[config.mk]
export PLATFORM = sky130hd
export DESIGN_NAME = pwm_dual_timer
export DESIGN_NICKNAME = d
export VERILOG_FILES = /design/src/rtl/pwm_dual_timer_pkg.sv /design/src/rtl/pwm_counter.sv /design/src/rtl/pwm_channel.sv /design/src/rtl/pwm_dual_timer.sv
export SDC_FILE = /design/constraint.sdc
export NUM_CORES = 1
export LEC_CHECK = 0
export ABC_AREA = 0
export BUFFER_PORTS_ARGS = -buffer_cell sky130_fd_sc_hd__buf_4
export CORE_MARGIN = 5
export CORE_UTILIZATION = 35
export CTS_CLUSTER_SIZE = 12
export DETAILED_ROUTE_END_ITERATION = 8
export SLEW_MARGIN = 15
export SYNTH_ARGS = -nofsm -noshare
export SYNTH_HDL_FRONTEND = slang
export SYNTH_SLANG_ARGS = --single-unit
[constraint.sdc]
create_clock -name clk -period 5.1 [get_ports clk]
set_input_delay 1.02 -clock clk [delete_from_list [all_inputs] [get_ports clk]]
set_output_delay 1.02 -clock clk [all_outputs]
set_load 0.02 [all_outputs]
[src/rtl/pwm_dual_timer_pkg.sv]
package pwm_dual_timer_pkg;
    typedef enum logic {
        ARM_IDLE    = 1'b0,
        ARM_PENDING = 1'b1
    } arm_state_t;

    localparam int ADDR_W      = 3;
    localparam int A_RELOAD1   = 0;
    localparam int A_RELOAD2   = 1;
    localparam int A_CTRL      = 2;
    localparam int A_ARM       = 3;
    localparam int A_DUTY_BASE = 4;
endpackage

[src/rtl/pwm_counter.sv]
module pwm_counter
    import pwm_dual_timer_pkg::*;
#(
    parameter int CNT_W = 12
) (
    input  logic             clk,
    input  logic             rst,
    input  logic             tick,
    input  logic             hold,
    input  logic [CNT_W-1:0] reload,
    input  logic             arm_set,
    output logic [CNT_W-1:0] cnt,
    output logic             xfer
);
    localparam logic [CNT_W-1:0] CNT_MAX = {CNT_W{1'b1}};

    arm_state_t state, state_nxt;
    logic       ovf;

    assign ovf  = tick && !hold && (cnt == CNT_MAX);
    assign xfer = ovf && (state == ARM_PENDING);

    always_ff @(posedge clk) begin
        if (rst)
            cnt <= '0;
        else if (hold)
            cnt <= '0;
        else if (tick)
            cnt <= ovf ? reload : cnt + 1'b1;
    end

    always_ff @(posedge clk) begin
        if (rst)
            state <= ARM_PENDING;
        else
            state <= state_nxt;
    end

    always_comb begin
        state_nxt = state;
        unique case (state)
            ARM_IDLE:    if (arm_set) state_nxt = ARM_PENDING;
            ARM_PENDING: if (ovf && !arm_set) state_nxt = ARM_IDLE;
            default:     state_nxt = ARM_PENDING;
        endcase
    end

    AST_COUNT_UP: assert property (@(posedge clk) disable iff (rst)
        (tick && !hold && cnt != CNT_MAX) |=> cnt == $past(cnt) + 1'b1);
    AST_RELOAD: assert property (@(posedge clk) disable iff (rst)
        (tick && !hold && cnt == CNT_MAX) |=> cnt == $past(reload));
    AST_COUNT_HOLD: assert property (@(posedge clk) disable iff (rst)
        (!tick && !hold) |=> $stable(cnt));
    AST_HOLD_ZERO: assert property (@(posedge clk) disable iff (rst)
        hold |=> cnt == '0);
    AST_ARM_CLEAR: assert property (@(posedge clk) disable iff (rst)
        (xfer && !arm_set) |=> state == ARM_IDLE);
    AST_ARM_SET: assert property (@(posedge clk) disable iff (rst)
        arm_set |=> state == ARM_PENDING);
endmodule

[src/rtl/pwm_channel.sv]
module pwm_channel #(
    parameter int CNT_W = 12
) (
    input  logic             clk,
    input  logic             rst,
    input  logic             use_alt,
    input  logic [CNT_W-1:0] cnt_main,
    input  logic [CNT_W-1:0] cnt_alt,
    input  logic             xfer_main,
    input  logic             xfer_alt,
    input  logic [CNT_W-1:0] duty_pre,
    input  logic             pol_pre,
    input  logic             oe,
    output logic             pwm
);
    logic [CNT_W-1:0] duty_act;
    logic             pol_act;
    logic             load;
    logic [CNT_W-1:0] cnt_sel;
    logic             raw;

    assign load    = use_alt ? xfer_alt : xfer_main;
    assign cnt_sel = use_alt ? cnt_alt : cnt_main;
    assign raw     = cnt_sel < duty_act;

    always_ff @(posedge clk) begin
        if (rst) begin
            duty_act <= '0;
            pol_act  <= 1'b0;
        end else if (load) begin
            duty_act <= duty_pre;
            pol_act  <= pol_pre;
        end
    end

    always_comb begin
        pwm = oe && (raw ^ pol_act);
    end

    AST_ACTIVE_HOLD: assert property (@(posedge clk) disable iff (rst)
        !load |=> ($stable(duty_act) && $stable(pol_act)));
    AST_ACTIVE_LOAD: assert property (@(posedge clk) disable iff (rst)
        load |=> (duty_act == $past(duty_pre) && pol_act == $past(pol_pre)));
endmodule

[src/rtl/pwm_dual_timer.sv]
module pwm_dual_timer
    import pwm_dual_timer_pkg::*;
#(
    parameter int CNT_W = 12,
    parameter int NCH   = 4
) (
    input  logic              clk,
    input  logic              rst,
    input  logic              cnt_en,
    input  logic              wr_en,
    input  logic [ADDR_W-1:0] wr_addr,
    input  logic [CNT_W-1:0]  wr_data,
    output logic [NCH-1:0]    pwm_o
);
    localparam int OE_LO  = 1;
    localparam int POL_LO = OE_LO + NCH;

    logic [CNT_W-1:0] reload1, reload2;
    logic             dual;
    logic [NCH-1:0]   oe_r, pol_pre;
    logic [CNT_W-1:0] duty_pre [NCH];
    logic             arm1, arm2;
    logic [CNT_W-1:0] cnt1, cnt2;
    logic             xfer1, xfer2;

    assign arm1 = wr_en && (wr_addr == ADDR_W'(A_ARM)) && wr_data[0];
    assign arm2 = wr_en && (wr_addr == ADDR_W'(A_ARM)) && wr_data[1];

    always_ff @(posedge clk) begin
        if (rst) begin
            reload1 <= '0;
            reload2 <= '0;
            dual    <= 1'b0;
            oe_r    <= '0;
            pol_pre <= '0;
        end else if (wr_en) begin
            if (wr_addr == ADDR_W'(A_RELOAD1)) reload1 <= wr_data;
            if (wr_addr == ADDR_W'(A_RELOAD2)) reload2 <= wr_data;
            if (wr_addr == ADDR_W'(A_CTRL)) begin
                dual    <= wr_data[0];
                oe_r    <= wr_data[OE_LO +: NCH];
                pol_pre <= wr_data[POL_LO +: NCH];
            end
        end
    end

    pwm_counter #(.CNT_W(CNT_W)) u_cnt_main (
        .clk(clk), .rst(rst), .tick(cnt_en), .hold(1'b0),
        .reload(reload1), .arm_set(arm1), .cnt(cnt1), .xfer(xfer1)
    );

    pwm_counter #(.CNT_W(CNT_W)) u_cnt_alt (
        .clk(clk), .rst(rst), .tick(cnt_en), .hold(!dual),
        .reload(reload2), .arm_set(arm2), .cnt(cnt2), .xfer(xfer2)
    );

    for (genvar i = 0; i < NCH; i++) begin : g_ch
        localparam bit ALT_CAPABLE = (i >= NCH - 2);

        always_ff @(posedge clk) begin
            if (rst)
                duty_pre[i] <= '0;
            else if (wr_en && wr_addr == ADDR_W'(A_DUTY_BASE + i))
                duty_pre[i] <= wr_data;
        end

        pwm_channel #(.CNT_W(CNT_W)) u_ch (
            .clk(clk), .rst(rst),
            .use_alt(ALT_CAPABLE && dual),
            .cnt_main(cnt1), .cnt_alt(cnt2),
            .xfer_main(xfer1), .xfer_alt(xfer2),
            .duty_pre(duty_pre[i]), .pol_pre(pol_pre[i]), .oe(oe_r[i]),
            .pwm(pwm_o[i])
        );
    end

    AST_RESET_LOW: assert property (@(posedge clk)
        rst |=> pwm_o == '0);
endmodule

=== Yosys cells after proc, flatten, opt, wreduce, memory -nomap -nowiden ===
Memories as Yosys holds them, arrays and structs flattened. A register that Yosys moved wholly into a read port is not among the register bits.
Index checks and enable logic that the tools add are counted.

* Register bits after elaboration: 63
* Memory bits (writable): 48
* Input bits: 19
* Output and inout port bits: 4
* Memories kept: 1

{| class="wikitable"
|+ Memory list
! memory !! words !! bits a word !! read ports !! clocked after Yosys merged registers in !! wr ports !! line !! text
|-
| duty_pre || 4 || 12 || 4 || 4 || 4 || pwm_dual_timer.sv:21 || <nowiki>logic [CNT_W-1:0] duty_pre [NCH];</nowiki>
|}

* $add $sub $neg: 2
* Order comparisons: 4
* Eq/ne operators: 9
* Mux-type cells: 28
* Bitwise gates (word level): 11
* Reductions and logical operators: 25

{| class="wikitable"
|+ Operators by type and width
! cell !! number
|-
| 12-bit two-way mux || 7
|-
| 12-bit less-than comparator || 4
|-
| 12-bit by 1-bit adder with 12-bit output, second input constant || 2
|-
| 12-bit == test, second input constant || 2
|-
| 1-bit two-way mux || 19
|-
| 1-bit logical AND || 18
|-
| 3-bit == test, second input constant || 4
|-
| 3-bit by 2-bit == test with 1-bit output, second input constant || 2
|-
| 2-bit AND reduction || 3
|-
| 1-bit OR || 4
|-
| 1-bit case mux with 2 select lines || 2
|-
| 1-bit XOR || 4
|-
| 3-bit by 1-bit == test with 1-bit output, second input constant || 1
|-
| 3-bit logical NOT || 1
|-
| 1-bit inverter || 3
|-
| 1-bit logical NOT || 2
|-
| 2-bit OR reduction || 1
|}

=== Depth between registers and ports, before layout ===
* Depth after elaboration: 7
* Depth in mapped cells: 11

=== Cells and area by module ===
A second synthesis with hierarchy kept.

* Cell total of the unflattened synthesis: 898
* Area, all modules: 8,396.8 µm²

{| class="wikitable"
|+ By module, submodules not included
! module !! times used !! cells an instance !! area an instance (µm²) !! sequential area each (µm²)
|-
| pwm_channel || 4 || 113 || 905.9 || 260.2
|-
| pwm_dual_timer || 1 || 254 || 3,221.8 || 2,102.0
|-
| pwm_counter || 2 || 96 || 775.7 || 260.2
|}

=== Worst setup path after synthesis ===
Ideal clock, no wire load.

* Path type: reg2out
* From: reg dual
* To: out pwm_o[3]
* Arrival: 2,380 ps
* Setup slack: 1,700 ps
* Cell stages (with the launch flop): 11
* Path through: dfxtp_1 -> clkbuf_1 -> clkbuf_1 -> mux2_2 -> ha_1 -> nand4_1 -> nor2_1 -> o21a_1 -> nor3_1 -> mux2i_1 -> buf_4

* Cells in the longest elaborated chain, start to end: 4

{| class="wikitable"
|+ RTL lines
! what !! line !! text
|-
| start, declared || pwm_dual_timer.sv:19 || <nowiki>logic dual;</nowiki>
|-
| start signal, assigned || pwm_dual_timer.sv:40 || <nowiki>dual <= wr_data[0];</nowiki>
|-
| 12-bit two-way mux || pwm_channel.sv:23 || <nowiki>assign cnt_sel = use_alt ? cnt_alt : cnt_main;</nowiki>
|-
| 12-bit less-than comparator || pwm_channel.sv:24 || <nowiki>assign raw = cnt_sel < duty_act;</nowiki>
|-
| 1-bit XOR || pwm_channel.sv:37 || <nowiki>pwm = oe && (raw ^ pol_act);</nowiki>
|-
| 1-bit logical AND || pwm_channel.sv:37 ||
|-
| end, declared || pwm_dual_timer.sv:13 || <nowiki>output logic [NCH-1:0] pwm_o</nowiki>
|}

Every way passes these cells.

=== Worst setup path in the final report ===
* From: reg dual
* To: out pwm_o[2]

Same word-level chain as after synthesis.

==> qor.csv <==
metric;value;unit
die_h;157;um
cts-root-buf;clkbuf_16;
cp-end-kind;primary output;
cp_max_fo;21;
p_leak;3.00;nW
num_vias;5895;
synth_cells;857;
dieArea;24500;um2
fillers;2190;
mostFrequentLayoutCells;nand2_1 (205), a21oi_1 (117), dfxtp_1 (111);
fmax;0.250;GHz
yosysUniqueCellTypes;51;
via_per_inst;5.14;
wirelength;19800;um
finalClockSkew;0.00794;ns
p_int;0.00208;W
clk_path_buf_depth;2;
worstPathRequired;4.08;ns
fin_crit;3.99;ns
final_common_cell;nand2_1;
syn_area_per_cell;8.78;um2
wl_per_cell;17.2;um
r2r_setup_slack;2.57;ns
whs;0.454;ns
htreeDepth;4;
io_pins;23;
synth_ff_type;dfxtp_1;
drive_above_1_share;8.49;%
register_area;3660;um2
drv_cap;0;
hold_viol_final;0;
pwr-share-seq;49.5;%
grt_pass1_vias;5515;
grt_usage;16.5;%
postSynth.asyncResetShare;0;%
antenna_found_initial;0;
p_total;0.00272;W
cp-start-kind;flip-flop;
clock_latency;0.43;ns
rsz0062_at_grt;no;
top_layer_used;met4;
reg2reg_from;u_cnt_main.cnt[0];
n_antenna_cell;0;
relSlewSlack;30.2;%
sw_frac_of_total;23.7;%
fin_setup_tns;0;ns
min_path_type;flip-flop to flip-flop;
first_pass_iters;5;
slew_viol_final;0;
synth_enable_flop_cells;48;
grt_pass1_wl;31100;um
p_comb_share;4.1;%
critPathKind;flip-flop to primary output;
portBuffers;22;
numCtsBuffers;17;
p_clk_share;46.4;%
nets;924;
drt_iter0_markers;406;
gp_congestion;0.862;
route.detailed.drc;0;
synth_warnings;0;
wl_met3;801;um
p_switching;0.000647;W
synth_fp_nets;922;
worstMarginPinSlew;1.05;ns
core;21100;um2
wl_met2;8860;um
synth-seq-area-share;48.7;%
grt_max_degree;57;
synth_seq_cells;159;
num_rows;53;
multi_input_area;3440;um2
finalCritPeriodShare;78.3;%
ir_drop;236;uV
netlist_area;7530;um2
cts-resized-gates;0;
cts_setup_buffers;0;
reg2reg_depth;6;
dp_hpwl;13600;um
cp-startpoint;dual;
status;finished clean;
overflow;0;
power_density;322;nW/um2
ant_nets;0;
crit_end;pwm_o[2];
arrival;2.97;ns
clock-sinks;159;
hold_buffers;0;
start_util;35.7;%
setup_viol;0;
rr_endpoint;g_ch[0].u_ch.duty_act[10];
area_growth_syn_to_layout;12.3;%
cts.clk_slew.worst_paths;0.07;ns
wl_met1;9770;um
cts_tree;yes;
die_w;157;um
-- sequential cells by signal, summed over array words and instances (netlist names) --
register	flops
u_cnt_main.cnt	12
u_cnt_alt.cnt	12
dual	1
g_ch.u_ch.duty_act	48
pol_pre	4
oe_r	4
u_cnt_main.state	1
reload2	12
duty_pre	48
u_cnt_alt.state	1
reload1	12
g_ch.u_ch.pol_act	4
-- routing by layer --
metal / vias up / global-route usage [%]
met5: - / 0
met4: 0 / 4.88
met3: 27 / 2.85
met2: 134 / 24.9
met1: 2796 / 24.0
li1: 2938 / -
-- power groups by stage --
stage | Sequential (W) | Combinational [W] | Clock, W
4_1_cts | 0.00135 | 0.000112 | 0.00128
3_5_place_dp | 0.00138 | 0.000112 | 0
5_1_grt | 0.00135 | 0.000120 | 0.00134
3_3_place_gp | 0.00138 | 0.000111 | 0
6_report | 0.00135 | 0.000111 | 0.00126
2_1_floorplan | 0.00137 | 0.0000635 | 0
-- cells in the mapped netlist (6+ instances only) --
master    instances  area (um2)
a21o_1           11        82.6
a21oi_1         117         586
a31oi_1           6        37.5
and2_1           51         319
buf_4            10        75.1
clkbuf_1         32         120
dfxtp_1         111        2220
edfxtp_1         48        1440
ha_1             46         576
inv_1            56         210
mux2_2            7        78.8
nand2_1         205         769
nand2b_1          8        50.1
nand3_1          13        65.1
nand4_1          13        81.3
nor2_1           25        93.8
nor3_1           11        55.1
o21ai_0          14        70.1
-- worst min path at each step --
stage / startpoint / end / slack [ns] / cells after the start
floorplan: g_ch[2].u_ch.duty_act[10] / g_ch[2].u_ch.duty_act[10] / 0.43 / 2
global placement: g_ch[2].u_ch.duty_act[6] / g_ch[2].u_ch.duty_act[6] / 0.44 / 2
finish: g_ch[2].u_ch.duty_act[11] / g_ch[2].u_ch.duty_act[11] / 0.45 / 2
detailed placement: g_ch[3].u_ch.duty_act[8] / g_ch[3].u_ch.duty_act[8] / 0.45 / 2
global route: g_ch[0].u_ch.duty_act[5] / g_ch[0].u_ch.duty_act[5] / 0.47 / 2
CTS: pol_pre[0] / g_ch[0].u_ch.pol_act / 0.45 / 2
-- cells by family (layout without fill, tap and decap cells) --
group	count (synthesis)	in the layout	share of synthesized area [%]
compound gates	191	191	15.1
xor+xnor	1	1	0.116
fa+ha+maj	46	46	7.65
buf+inv	102	117	5.65
flops	159	159	48.7
mux	12	12	1.71
simple gates	346	346	21.1
-- cell type report --
cell class                 count  share of cell area [%]
multi-input combinational    596                    40.7
tap                          275                    4.07
clock buffer                  19                    5.36
clock inverter                13                    1.52
sequential                   159                    43.3
inverter                      56                    2.49
timing repair buffer          29                    2.57
-- worst max-delay path, stage by stage (launching register included) --
cell and delay [ns]:
dfxtp_1 0.75, mux2_2 0.43, ha_1 0.28, o211ai_1 0.16, a31oi_1 0.07, o21a_1 0.19, nor3_1 0.28, mux2i_1 0.22
buf_4 0.16
-- metrics by stage --
stage	worst slack (ns)	instance area, um2	util [%]	instances
after floorplan	1.70	7530	-	857
after global placement	1.53	7870	37.3	1115
after detailed placement	1.51	7870	37.3	1115
after CTS	1.04	8460	40.1	1147
after global routing	0.871	8460	40.1	1147
final	1.11	8460	40.1	1147
No activity file was read; power rests on OpenSTA's default activity.
